**src/rtl/raster_subpanel_pkg.sv**
```systemverilog
package raster_subpanel_pkg;

    // Region tracking states of the line state machine
    typedef enum logic [1:0] {
        SP_WAIT   = 2'd0,
        SP_TOP    = 2'd1,
        SP_BOTTOM = 2'd2
    } sp_state_e;

    // Saturating increment of a line index held in 12 bits
    function automatic logic [11:0] sat_inc12(input logic [11:0] v);
        return (v == 12'hFFF) ? v : v + 12'd1;
    endfunction

endpackage

```
**src/rtl/sp_cfg_sample.sv**
```systemverilog
module sp_cfg_sample #(
    parameter int THR_W  = 11,
    parameter int LINE_W = 12,
    parameter int PIX_W  = 24,
    parameter int DLO_W  = 16
) (
    input  logic                      clk,
    input  logic                      rst_n,
    input  logic                      frame_go,
    input  logic                      sp_enable,
    input  logic                      tft_mode,
    input  logic                      dflt_on_bottom,
    input  logic [THR_W-1:0]          split_code,
    input  logic [LINE_W-1:0]         panel_lines,
    input  logic [DLO_W-1:0]          dflt_lo,
    input  logic [PIX_W-DLO_W-1:0]    dflt_hi,
    output logic                      act_now,
    output logic                      pos_now,
    output logic [LINE_W-1:0]         bnd_now,
    output logic [PIX_W-1:0]          dflt_now
);
    localparam int DHI_W = PIX_W - DLO_W;

    logic [LINE_W-1:0] dec_lines;
    logic [LINE_W-1:0] live_bnd;
    logic              live_act;
    logic [PIX_W-1:0]  live_dflt;

    logic              held_act;
    logic              held_pos;
    logic [LINE_W-1:0] held_bnd;
    logic [PIX_W-1:0]  held_dflt;

    // Decode the minus-one line count and place the split
    always_comb begin
        dec_lines = LINE_W'(split_code) + LINE_W'(1);
        if (dec_lines >= panel_lines) begin
            live_bnd = '0;
        end else begin
            live_bnd = panel_lines - dec_lines;
        end
        live_act  = sp_enable & tft_mode;
        live_dflt = {dflt_hi[DHI_W-1:0], dflt_lo};
    end

    always_ff @(posedge clk or negedge rst_n) begin
        if (!rst_n) begin
            held_act  <= 1'b0;
            held_pos  <= 1'b0;
            held_bnd  <= '0;
            held_dflt <= '0;
        end else if (frame_go) begin
            held_act  <= live_act;
            held_pos  <= dflt_on_bottom;
            held_bnd  <= live_bnd;
            held_dflt <= live_dflt;
        end
    end

    // The frame-start pixel itself already uses the fresh settings
    always_comb begin
        act_now  = frame_go ? live_act       : held_act;
        pos_now  = frame_go ? dflt_on_bottom : held_pos;
        bnd_now  = frame_go ? live_bnd       : held_bnd;
        dflt_now = frame_go ? live_dflt      : held_dflt;
    end

    // settings stay frozen between frame starts
    a_r9_cfg_frozen: assert property (@(posedge clk) disable iff (!rst_n)
        !frame_go |=> ($stable(held_act) && $stable(held_pos)
                       && $stable(held_bnd) && $stable(held_dflt)));

    // without active-matrix mode the captured activity flag is clear
    a_r2_tft_gate: assert property (@(posedge clk) disable iff (!rst_n)
        (frame_go && !tft_mode) |=> !held_act);

endmodule

```
**src/rtl/sp_line_fsm.sv**
```systemverilog
module sp_line_fsm #(
    parameter int LINE_W = 12
) (
    input  logic              clk,
    input  logic              rst_n,
    input  logic              frame_go,
    input  logic              line_go,
    input  logic [LINE_W-1:0] bnd_now,
    output logic              started,
    output logic              in_bottom
);
    import raster_subpanel_pkg::*;

    localparam logic [LINE_W-1:0] IDX_MAX = {LINE_W{1'b1}};

    sp_state_e         state_q, state_d;
    logic [LINE_W-1:0] line_q;
    logic [LINE_W-1:0] idx;
    logic [LINE_W-1:0] next_idx;
    sp_state_e         region_next;

    // Index of the current pixel and of the next one
    always_comb begin
        idx = frame_go ? '0 : line_q;
        if (line_go && idx != IDX_MAX) begin
            next_idx = idx + LINE_W'(1);
        end else begin
            next_idx = idx;
        end
        region_next = (next_idx >= bnd_now) ? SP_BOTTOM : SP_TOP;
    end

    // Next-state logic
    always_comb begin
        state_d = state_q;
        unique case (state_q)
            SP_WAIT: begin
                if (frame_go) begin
                    state_d = region_next;
                end
            end
            SP_TOP: begin
                if (frame_go || line_go) begin
                    state_d = region_next;
                end
            end
            SP_BOTTOM: begin
                if (frame_go) begin
                    state_d = region_next;
                end
            end
            default: state_d = SP_WAIT;
        endcase
    end

    // State register
    always_ff @(posedge clk or negedge rst_n) begin
        if (!rst_n) begin
            state_q <= SP_WAIT;
        end else begin
            state_q <= state_d;
        end
    end

    // Line index register
    always_ff @(posedge clk or negedge rst_n) begin
        if (!rst_n) begin
            line_q <= '0;
        end else if (frame_go || state_q != SP_WAIT) begin
            line_q <= next_idx;
        end
    end

    // Outputs for the current pixel
    always_comb begin
        started   = frame_go || (state_q != SP_WAIT);
        in_bottom = frame_go ? (bnd_now == '0) : (state_q == SP_BOTTOM);
    end

    // a frame start restarts the index
    a_r4_restart: assert property (@(posedge clk) disable iff (!rst_n)
        frame_go |=> (line_q == ($past(line_go) ? LINE_W'(1) : LINE_W'(0))));

    // without accepted strobes the index holds
    a_r12_idle_hold: assert property (@(posedge clk) disable iff (!rst_n)
        (!frame_go && !line_go) |=> $stable(line_q));

    // a zero split point puts line 0 in the lower region
    a_r8_all_bottom: assert property (@(posedge clk) disable iff (!rst_n)
        (frame_go && bnd_now == '0) |=> (state_q == SP_BOTTOM));

    // state region agrees with a plain index comparison
    a_r3_region_match: assert property (@(posedge clk) disable iff (!rst_n)
        (state_q != SP_WAIT && !frame_go && line_q != IDX_MAX)
            |-> ((state_q == SP_BOTTOM) == (line_q >= bnd_now)));

    // once left, the waiting state is never re-entered
    a_r11_no_return: assert property (@(posedge clk) disable iff (!rst_n)
        (state_q != SP_WAIT) |=> (state_q != SP_WAIT));

endmodule

```
**src/rtl/sp_pix_out.sv**
```systemverilog
module sp_pix_out #(
    parameter int PIX_W = 24
) (
    input  logic             clk,
    input  logic             rst_n,
    input  logic             in_valid,
    input  logic             in_frame,
    input  logic             in_line_end,
    input  logic [PIX_W-1:0] in_pixel,
    input  logic             subst,
    input  logic [PIX_W-1:0] fill,
    output logic             out_valid,
    output logic             out_frame,
    output logic             out_line_end,
    output logic [PIX_W-1:0] out_pixel
);
    logic [PIX_W-1:0] pix_sel;

    always_comb begin
        pix_sel = subst ? fill : in_pixel;
    end

    always_ff @(posedge clk or negedge rst_n) begin
        if (!rst_n) begin
            out_valid    <= 1'b0;
            out_frame    <= 1'b0;
            out_line_end <= 1'b0;
            out_pixel    <= '0;
        end else begin
            out_valid    <= in_valid;
            out_frame    <= in_frame;
            out_line_end <= in_line_end;
            out_pixel    <= pix_sel;
        end
    end

endmodule

```
**src/rtl/raster_subpanel.sv**
```systemverilog
module raster_subpanel #(
    parameter int THR_W  = 11,
    parameter int LINE_W = 12,
    parameter int PIX_W  = 24,
    parameter int DLO_W  = 16
) (
    input  logic                   clk,
    input  logic                   rst_n,
    input  logic                   sp_enable,
    input  logic                   tft_mode,
    input  logic                   dflt_on_bottom,
    input  logic [THR_W-1:0]       split_code,
    input  logic [LINE_W-1:0]      panel_lines,
    input  logic [DLO_W-1:0]       dflt_lo,
    input  logic [PIX_W-DLO_W-1:0] dflt_hi,
    input  logic                   in_valid,
    input  logic                   in_frame,
    input  logic                   in_line_end,
    input  logic [PIX_W-1:0]       in_pixel,
    output logic                   out_valid,
    output logic                   out_frame,
    output logic                   out_line_end,
    output logic [PIX_W-1:0]       out_pixel
);
    logic              frame_go;
    logic              line_go;
    logic              act_now;
    logic              pos_now;
    logic [LINE_W-1:0] bnd_now;
    logic [PIX_W-1:0]  dflt_now;
    logic              started;
    logic              in_bottom;
    logic              subst;

    // Strobes count only with a valid pixel
    always_comb begin
        frame_go = in_frame & in_valid;
        line_go  = in_line_end & in_valid;
    end

    sp_cfg_sample #(
        .THR_W (THR_W),
        .LINE_W(LINE_W),
        .PIX_W (PIX_W),
        .DLO_W (DLO_W)
    ) u_cfg (
        .clk           (clk),
        .rst_n         (rst_n),
        .frame_go      (frame_go),
        .sp_enable     (sp_enable),
        .tft_mode      (tft_mode),
        .dflt_on_bottom(dflt_on_bottom),
        .split_code    (split_code),
        .panel_lines   (panel_lines),
        .dflt_lo       (dflt_lo),
        .dflt_hi       (dflt_hi),
        .act_now       (act_now),
        .pos_now       (pos_now),
        .bnd_now       (bnd_now),
        .dflt_now      (dflt_now)
    );

    sp_line_fsm #(
        .LINE_W(LINE_W)
    ) u_fsm (
        .clk      (clk),
        .rst_n    (rst_n),
        .frame_go (frame_go),
        .line_go  (line_go),
        .bnd_now  (bnd_now),
        .started  (started),
        .in_bottom(in_bottom)
    );

    always_comb begin
        subst = in_valid & started & act_now & (in_bottom == pos_now);
    end

    sp_pix_out #(
        .PIX_W(PIX_W)
    ) u_out (
        .clk         (clk),
        .rst_n       (rst_n),
        .in_valid    (in_valid),
        .in_frame    (in_frame),
        .in_line_end (in_line_end),
        .in_pixel    (in_pixel),
        .subst       (subst),
        .fill        (dflt_now),
        .out_valid   (out_valid),
        .out_frame   (out_frame),
        .out_line_end(out_line_end),
        .out_pixel   (out_pixel)
    );

    // inactive substitution means pass-through
    a_r1_pass_inactive: assert property (@(posedge clk) disable iff (!rst_n)
        !act_now |=> (out_pixel == $past(in_pixel)));

    // fill colour in the upper region when polarity is 0
    a_r5_top_fill: assert property (@(posedge clk) disable iff (!rst_n)
        (in_valid && started && act_now && !pos_now && !in_bottom)
            |=> (out_pixel == $past(dflt_now)));

    // fill colour in the lower region when polarity is 1
    a_r6_bottom_fill: assert property (@(posedge clk) disable iff (!rst_n)
        (in_valid && started && act_now && pos_now && in_bottom)
            |=> (out_pixel == $past(dflt_now)));

    // strobes and valid are delayed by one cycle
    a_r10_one_cycle: assert property (@(posedge clk) disable iff (!rst_n)
        1'b1 |=> (out_valid == $past(in_valid) && out_frame == $past(in_frame)
                  && out_line_end == $past(in_line_end)));

    // invalid pixels are never replaced
    a_r12_invalid_pass: assert property (@(posedge clk) disable iff (!rst_n)
        !in_valid |=> (out_pixel == $past(in_pixel)));

endmodule

```
**config.mk**
```make
export PLATFORM = sky130hd
export DESIGN_NAME = raster_subpanel
export DESIGN_NICKNAME = d
export VERILOG_FILES = /design/src/rtl/raster_subpanel_pkg.sv /design/src/rtl/sp_cfg_sample.sv /design/src/rtl/sp_line_fsm.sv /design/src/rtl/sp_pix_out.sv /design/src/rtl/raster_subpanel.sv
export SDC_FILE = /design/constraint.sdc
export NUM_CORES = 1
export LEC_CHECK = 0
export BUFFER_PORTS_ARGS = -buffer_cell sky130_fd_sc_hd__buf_2
export CAP_MARGIN = 20
export CORE_MARGIN = 2
export CORE_UTILIZATION = 59
export DETAILED_ROUTE_END_ITERATION = 6
export MAX_ROUTING_LAYER = met4
export PLACE_DENSITY = 0.86
export SETUP_SLACK_MARGIN = 0.05
export SYNTH_ARGS = -nofsm -noshare
export SYNTH_HDL_FRONTEND = slang
export SYNTH_SLANG_ARGS = --single-unit
```
**constraint.sdc**
```tcl
create_clock -name clk -period 10.2 [get_ports clk]
set_input_delay 2.04 -clock clk [delete_from_list [all_inputs] [get_ports clk]]
set_output_delay 2.04 -clock clk [all_outputs]
set_load 0.01 [all_outputs]
```
==> flow_summary.yaml, run 1 <==
power:
  cellPowerDensity_nw_per_um2: 153
  ir_drop_v: 0.0000709
  p_leak_nw: 2.76
clock_tree:
  cts.path.max_buffers: 2
  clk_pin_slew_ns: 0.08
  ctsResizeCount: 0
  cts_tree: "yes"
  clock_sinks: 79
  postCtsHoldBufs: 0
  cts_root_buf: "clkbuf_8"
  cts_made_buffers: 9
  clk_latency_ns: 0.35
  cts_setup_buffers: 0
  cts_htree_levels: 3
synthesis:
  syn_area_per_cell_um2: 9.62
  ys_seq_area_frac: 0.416
  syn-num-nets: 600
  yosys_warnings: 0
  synth_enable_flop_cells: 0
  ys_types: 59
  netlist_area_um2: 4750
  netlist.area_leader.share: 0.416
  synthArstFlopShare: 1.00
  syn_inst: 494
  synth_top_flop_cell: "dfrtp_1"
  yosysTopAreaCell: "dfrtp_1"
  ys_ff_latch: 79
  synth.area.top_cells: "dfrtp_1 (42%), nand2_1 (8.9%), ha_1 (6.8%)"
route:
  drc: 0
  ant_nets: 0
  wl_mm: 10.2
  viasPerCell: 5.49
  post_drt_wl_per_cell_um: 14.6
  vias: 3840
  dr.pass1.iters: 5
  drt_iter0_drc: 201
floorplanning:
  die_y_um: 93.8
  start_util: 0.612
  dieArea_um2: 8790
  fp.dieW_um: 93.8
  core_area_um2: 7770
  rows: 32
  io_pins: 106
critical_path:
  end_kind: "flip-flop"
  crit_path_start: "split_code[0]"
  critPathLaunchType: "input pin"
  reg2reg_from: "u_fsm.line_q[0]"
  crit_required_ns: 10.42
  cp_data_arrival_time_ns: 6.59
  crit_type: "in2reg"
  path_max_fanout: 10
placement:
  hpwl_mm: 7.56
  routabilityCongestion: 0.852
  dp_cells: 684
  port_buffers: 105
grt:
  grt_pass1_vias: 3721
  gr-usage-all-layers: 0.245
  grt_max_degree: 80
  grt_pass1_wl_mm: 16.8
  antenna_found_initial: 0
  grt-ovfl-total: 0
worst_hold_path:
  hold_path_class: "reg2reg"
  min_from: "u_cfg.held_dflt[0]"
cells_and_area:
  seq_area_um2: 1980
  fillers: 589
  drive_gt1_frac: 0.284
  diodes: 0
  finalNonFillerCells: 700
  final_common_cell: "nand2_1"
  final_util: 0.709
  multiInputGateArea_um2: 2570
  layout_common_cells: "nand2_1 (113), buf_2 (104), dfrtp_1 (79)"
  syn2layout_area_growth_pct: 15.9
  finalNetCount: 699
sta:
  skew_ns: 0.0154
  hold_ws_ns: 0.475
  period_share: 0.624
  fmax_ghz: 0.157
  rsz0062_at_grt: "no"
  worstMarginPinSlew_ns: 0.964
  slew_headroom: 0.357
  final.min_clock_period_ns: 6.37
  setup_viol: 0
  hold_viol: 0
  slew_violations: 0
  fin_setup_tns_ns: 0
status:
  status: "completed"
flow_run:
  maxCapViolations: 0
-- flip-flops by register name (all words and copies together) (netlist names) --
signal	count
u_cfg.held_bnd	12
u_cfg.held_dflt	24
u_out.out_valid	1
u_cfg.held_act	1
u_out.out_pixel	24
u_cfg.held_pos	1
u_out.out_frame	1
u_fsm.state_q	2
u_fsm.line_q	12
u_out.out_line_end	1
-- final timing paths --
check	cells after the start	end	slack, ns
setup / recovery	21	u_fsm.state_q[1]	3.83
setup reg to reg	12	u_fsm.state_q[1]	6.21
hold reg to reg	2	u_cfg.held_dflt[0]	0.48
max in group asynchronous	1	u_cfg.held_bnd[6]	7.73
min in group asynchronous	1	u_out.out_pixel[10]	1.83
hold / removal	2	u_cfg.held_dflt[0]	0.48
-- through the flow --
step	instance area [µm²]	setup WS, ns	power, mW
6_report	5510	3.83	0.842
5_1_grt	5510	3.49	0.895
4_1_cts	5510	3.87	0.848
3_5_place_dp	5300	3.49	0.613
3_3_place_gp	5300	3.71	0.599
2_1_floorplan	4750	4.22	0.545
-- worst max-delay path, cell delays in order --
cell and delay (ns):
buf_2 0.11, ha_1 0.21, inv_1 0.06, nor2_1 0.24, nand2_1 0.13, xor2_1 0.17, ha_1 0.48, nand4_4 0.17
o21ai_1 0.16, a31oi_1 0.10, a21o_1 0.30, o31ai_1 0.28, ha_1 0.29, nand2b_1 0.14, a21o_1 0.17, a21o_1 0.16
a21o_1 0.17, a21o_1 0.16, a2111oi_0 0.57, nor3_1 0.12, or3_1 0.36
-- logic make-up (layout without fill, tap and decap cells) --
kind of cell | Yosys count | count (layout) | share of synthesized area
simple gates | 214 | 214 | 0.207
flops | 79 | 79 | 0.416
compound gates | 79 | 79 | 0.131
mux | 27 | 27 | 0.0792
xor+xnor | 28 | 28 | 0.0516
buf+inv | 40 | 144 | 0.0426
fa+ha+maj | 27 | 27 | 0.0727
-- report_power, final --
part           total [mW]  leakage, nW  internal (mW)  switching, mW
Combinational       0.238         1.68          0.107          0.131
Sequential          0.370        0.980          0.352         0.0178
Clock               0.235        0.102          0.116          0.119
Total               0.842         2.76          0.575          0.268
-- synthesized netlist by cell type (8+ instances only) --
cell        n
nand2_1   113
xor2_1     19
nor2_1     37
mux2_4     20
xnor2_1     9
nand3_1    18
ha_1       26
inv_1      20
clkbuf_1   11
dfrtp_1    79
a21oi_1    16
nor3_1      8
o21ai_0    10
-- per-layer routing --
| layer | track usage | vias up | part of all wire |
|---|---|---|---|
| met5 | - | - | 0 |
| met4 | 0.0628 | 0 | 0.012 |
| met3 | 0.0425 | 15 | 0.050 |
| met2 | 0.413 | 108 | 0.51 |
| met1 | 0.308 | 1820 | 0.43 |
| li1 | - | 1897 | - |
-- area by class of cell --
type                    instances  area share
clock buffers                   9      0.0225
clock inverters                 7      0.0145
inverters                      20      0.0136
multi-input cells             375       0.467
flip-flops and latches         79       0.359
well taps                     102      0.0232
repair buffers                108       0.100
Power figures use the tool's default switching activity.
==> inputs of run 2 (changes only) <==
Settings changed: CORE_UTILIZATION 59 to 55, PLACE_DENSITY 0.86 to 0.81.
Clock period 10.2 ns to 6.3 ns, I/O delays scaled along.
==> flow_summary.yaml, run 2 (synthesis gave the netlist of run 1 again) <==
floorplanning:
  start_util: 0.573
  rows: 33
  die_y_um: 97.0
  dieArea_um2: 9400
  fp.dieW_um: 97.0
  io_pins: 106
  core_area_um2: 8300
cells_and_area:
  multiInputGateArea_um2: 2570
  layout_common_cells: "nand2_1 (113), buf_2 (104), dfrtp_1 (79)"
  drive_gt1_frac: 0.284
  finalNetCount: 699
  fillers: 667
  final_util: 0.664
  seq_area_um2: 1980
  syn2layout_area_growth_pct: 16.0
  final_common_cell: "nand2_1"
  diodes: 0
  top_regs: "u_cfg.held_dflt x24, u_out.out_pixel x24"
sta:
  hold_ws_ns: 0.476
  period_share: 0.880
  hold_viol: 0
  setup_slack_ns: 0.754
  slew_violations: 0
  fin_setup_tns_ns: 0
  final.min_clock_period_ns: 5.55
  skew_ns: 0.00934
  rsz0062_at_grt: "no"
  fmax_ghz: 0.180
  slew_headroom: 0.327
  worstMarginPinSlew_ns: 1.01
  setup_viol: 0
critical_path:
  worstRegToRegCells: 12
  regToRegSetupSlack_ns: 2.40
  cp.buffers_inverters: 2
  path_max_fanout: 10
  end_kind: "flip-flop"
  critPathMostFrequentCell: "a21o_1"
  r2r-end: "u_fsm.state_q[1]"
  critPathLaunchType: "input pin"
  crit_required_ns: 6.54
  cp.depth: 21
  crit_path_start: "split_code[0]"
  crit_type: "in2reg"
  crit_path_cell_trace: "buf_2 -> ha_1 -> inv_1 -> nor2_1 -> nand2_1 -> xor2_1 -> ha_1 -> nand4_4 -> o21ai_1 -> a31oi_1 -> a21o_1 -> o31ai_1 -> ha_1 -> nand2b_1 -> a21o_1 -> a21o_1 -> a21o_1 -> a21o_1 -> a2111oi_0 -> nor3_1 -> or3_1"
  crit_slowest_cell: "a2111oi_0"
  reg2reg_from: "u_fsm.line_q[1]"
  cp_data_arrival_time_ns: 5.78
  slowest_delay_ns: 0.52
  path_delay_family: "compound AO/OA/AOI/OAI gates"
route:
  drc: 0
  ant_nets: 0
  post_drt_wl_per_cell_um: 14.2
  viasPerCell: 5.38
  wl_mm: 9.99
  vias: 3780
  dr.pass1.iters: 4
  drt_iter0_drc: 187
worst_hold_path:
  hold_end: "u_cfg.held_dflt[2]"
  hold_path_class: "reg2reg"
  min_from: "u_cfg.held_dflt[2]"
  hold_depth: 2
placement:
  place_ws_ns: 0.403
  hpwl_mm: 7.20
  port_buffers: 105
  routabilityCongestion: 0.860
clock_tree:
  clk_latency_ns: 0.35
  cts_made_buffers: 9
  postCtsHoldBufs: 0
  cts_root_buf: "clkbuf_8"
  ctsResizeCount: 0
  cts_setup_buffers: 0
  cts.path.max_buffers: 2
  clk_pin_slew_ns: 0.08
  cts_tree: "yes"
  clock_sinks: 79
  cts_htree_levels: 3
grt:
  gr-usage-all-layers: 0.220
  grt_max_degree: 80
  grt_pass1_wl_mm: 16.8
  antenna_found_initial: 0
  grt-ovfl-total: 0
  grt_pass1_vias: 3663
power:
  finalPower_mw: 1.36
  p_leak_nw: 2.76
  cellPowerDensity_nw_per_um2: 248
  ir_drop_v: 0.000141
flow_run:
  maxCapViolations: 0
status:
  status: "completed"
-- run 2: cell counts in the layout (fill, tap and decap cells not counted) --
No cell type changed its count.
-- run 2: power breakdown --
| part | total [mW] | switching, mW | internal (mW) |
|---|---|---|---|
| clock network | 0.386 | 0.198 | 0.188 |
| registers | 0.596 | 0.0268 | 0.570 |
| logic | 0.383 | 0.210 | 0.173 |
| total | 1.36 | 0.435 | 0.930 |
-- run 2: metal layers --
| metal | routed length, µm | up-vias | global-route usage |
|---|---|---|---|
| met2 | 4900 | 94 | 0.366 |
| met1 | 4540 | 1782 | 0.277 |
| li1 | - | 1893 | - |
| met4 | 82 | 0 | 0.0477 |
| met3 | 466 | 11 | 0.0484 |
| met5 | 0 | - | - |
-- run 2: worst max-delay path by stage --
stage | to | slack (ns)
after global placement | u_fsm.state_q[1] | 0.59
after CTS | u_fsm.state_q[1] | 0.77
after detailed placement | u_fsm.state_q[1] | 0.40
after floorplan | u_fsm.state_q[1] | 1.10
after global routing | u_fsm.state_q[1] | 0.43
final | u_fsm.state_q[1] | 0.75
-- run 2: worst reg2reg max path, delay by kind of cell (launching register included) --
kind	cells	cell delay (ns)
AOI/OAI and AO/OA	6	1.75
adders and majority gates	2	0.53
DFF	1	0.41
muxes	1	0.45
and+or+nand+nor	3	0.66
-- run 2: final cells by class --
cell class	instances	area share
Timing Repair Buffer	108	0.0999
Clock buffer	9	0.0225
Inverter	20	0.0136
Sequential cell	79	0.359
Clock inverter	7	0.0145
Tap cell	105	0.0238
Multi-Input combinational cell	375	0.467
-- run 2: metrics by stage --
step | cells | area [µm²]
floorplan | 494 | 4750
global placement | 687 | 5310
detailed placement | 687 | 5310
CTS | 703 | 5510
global route | 703 | 5510
finish | 703 | 5510
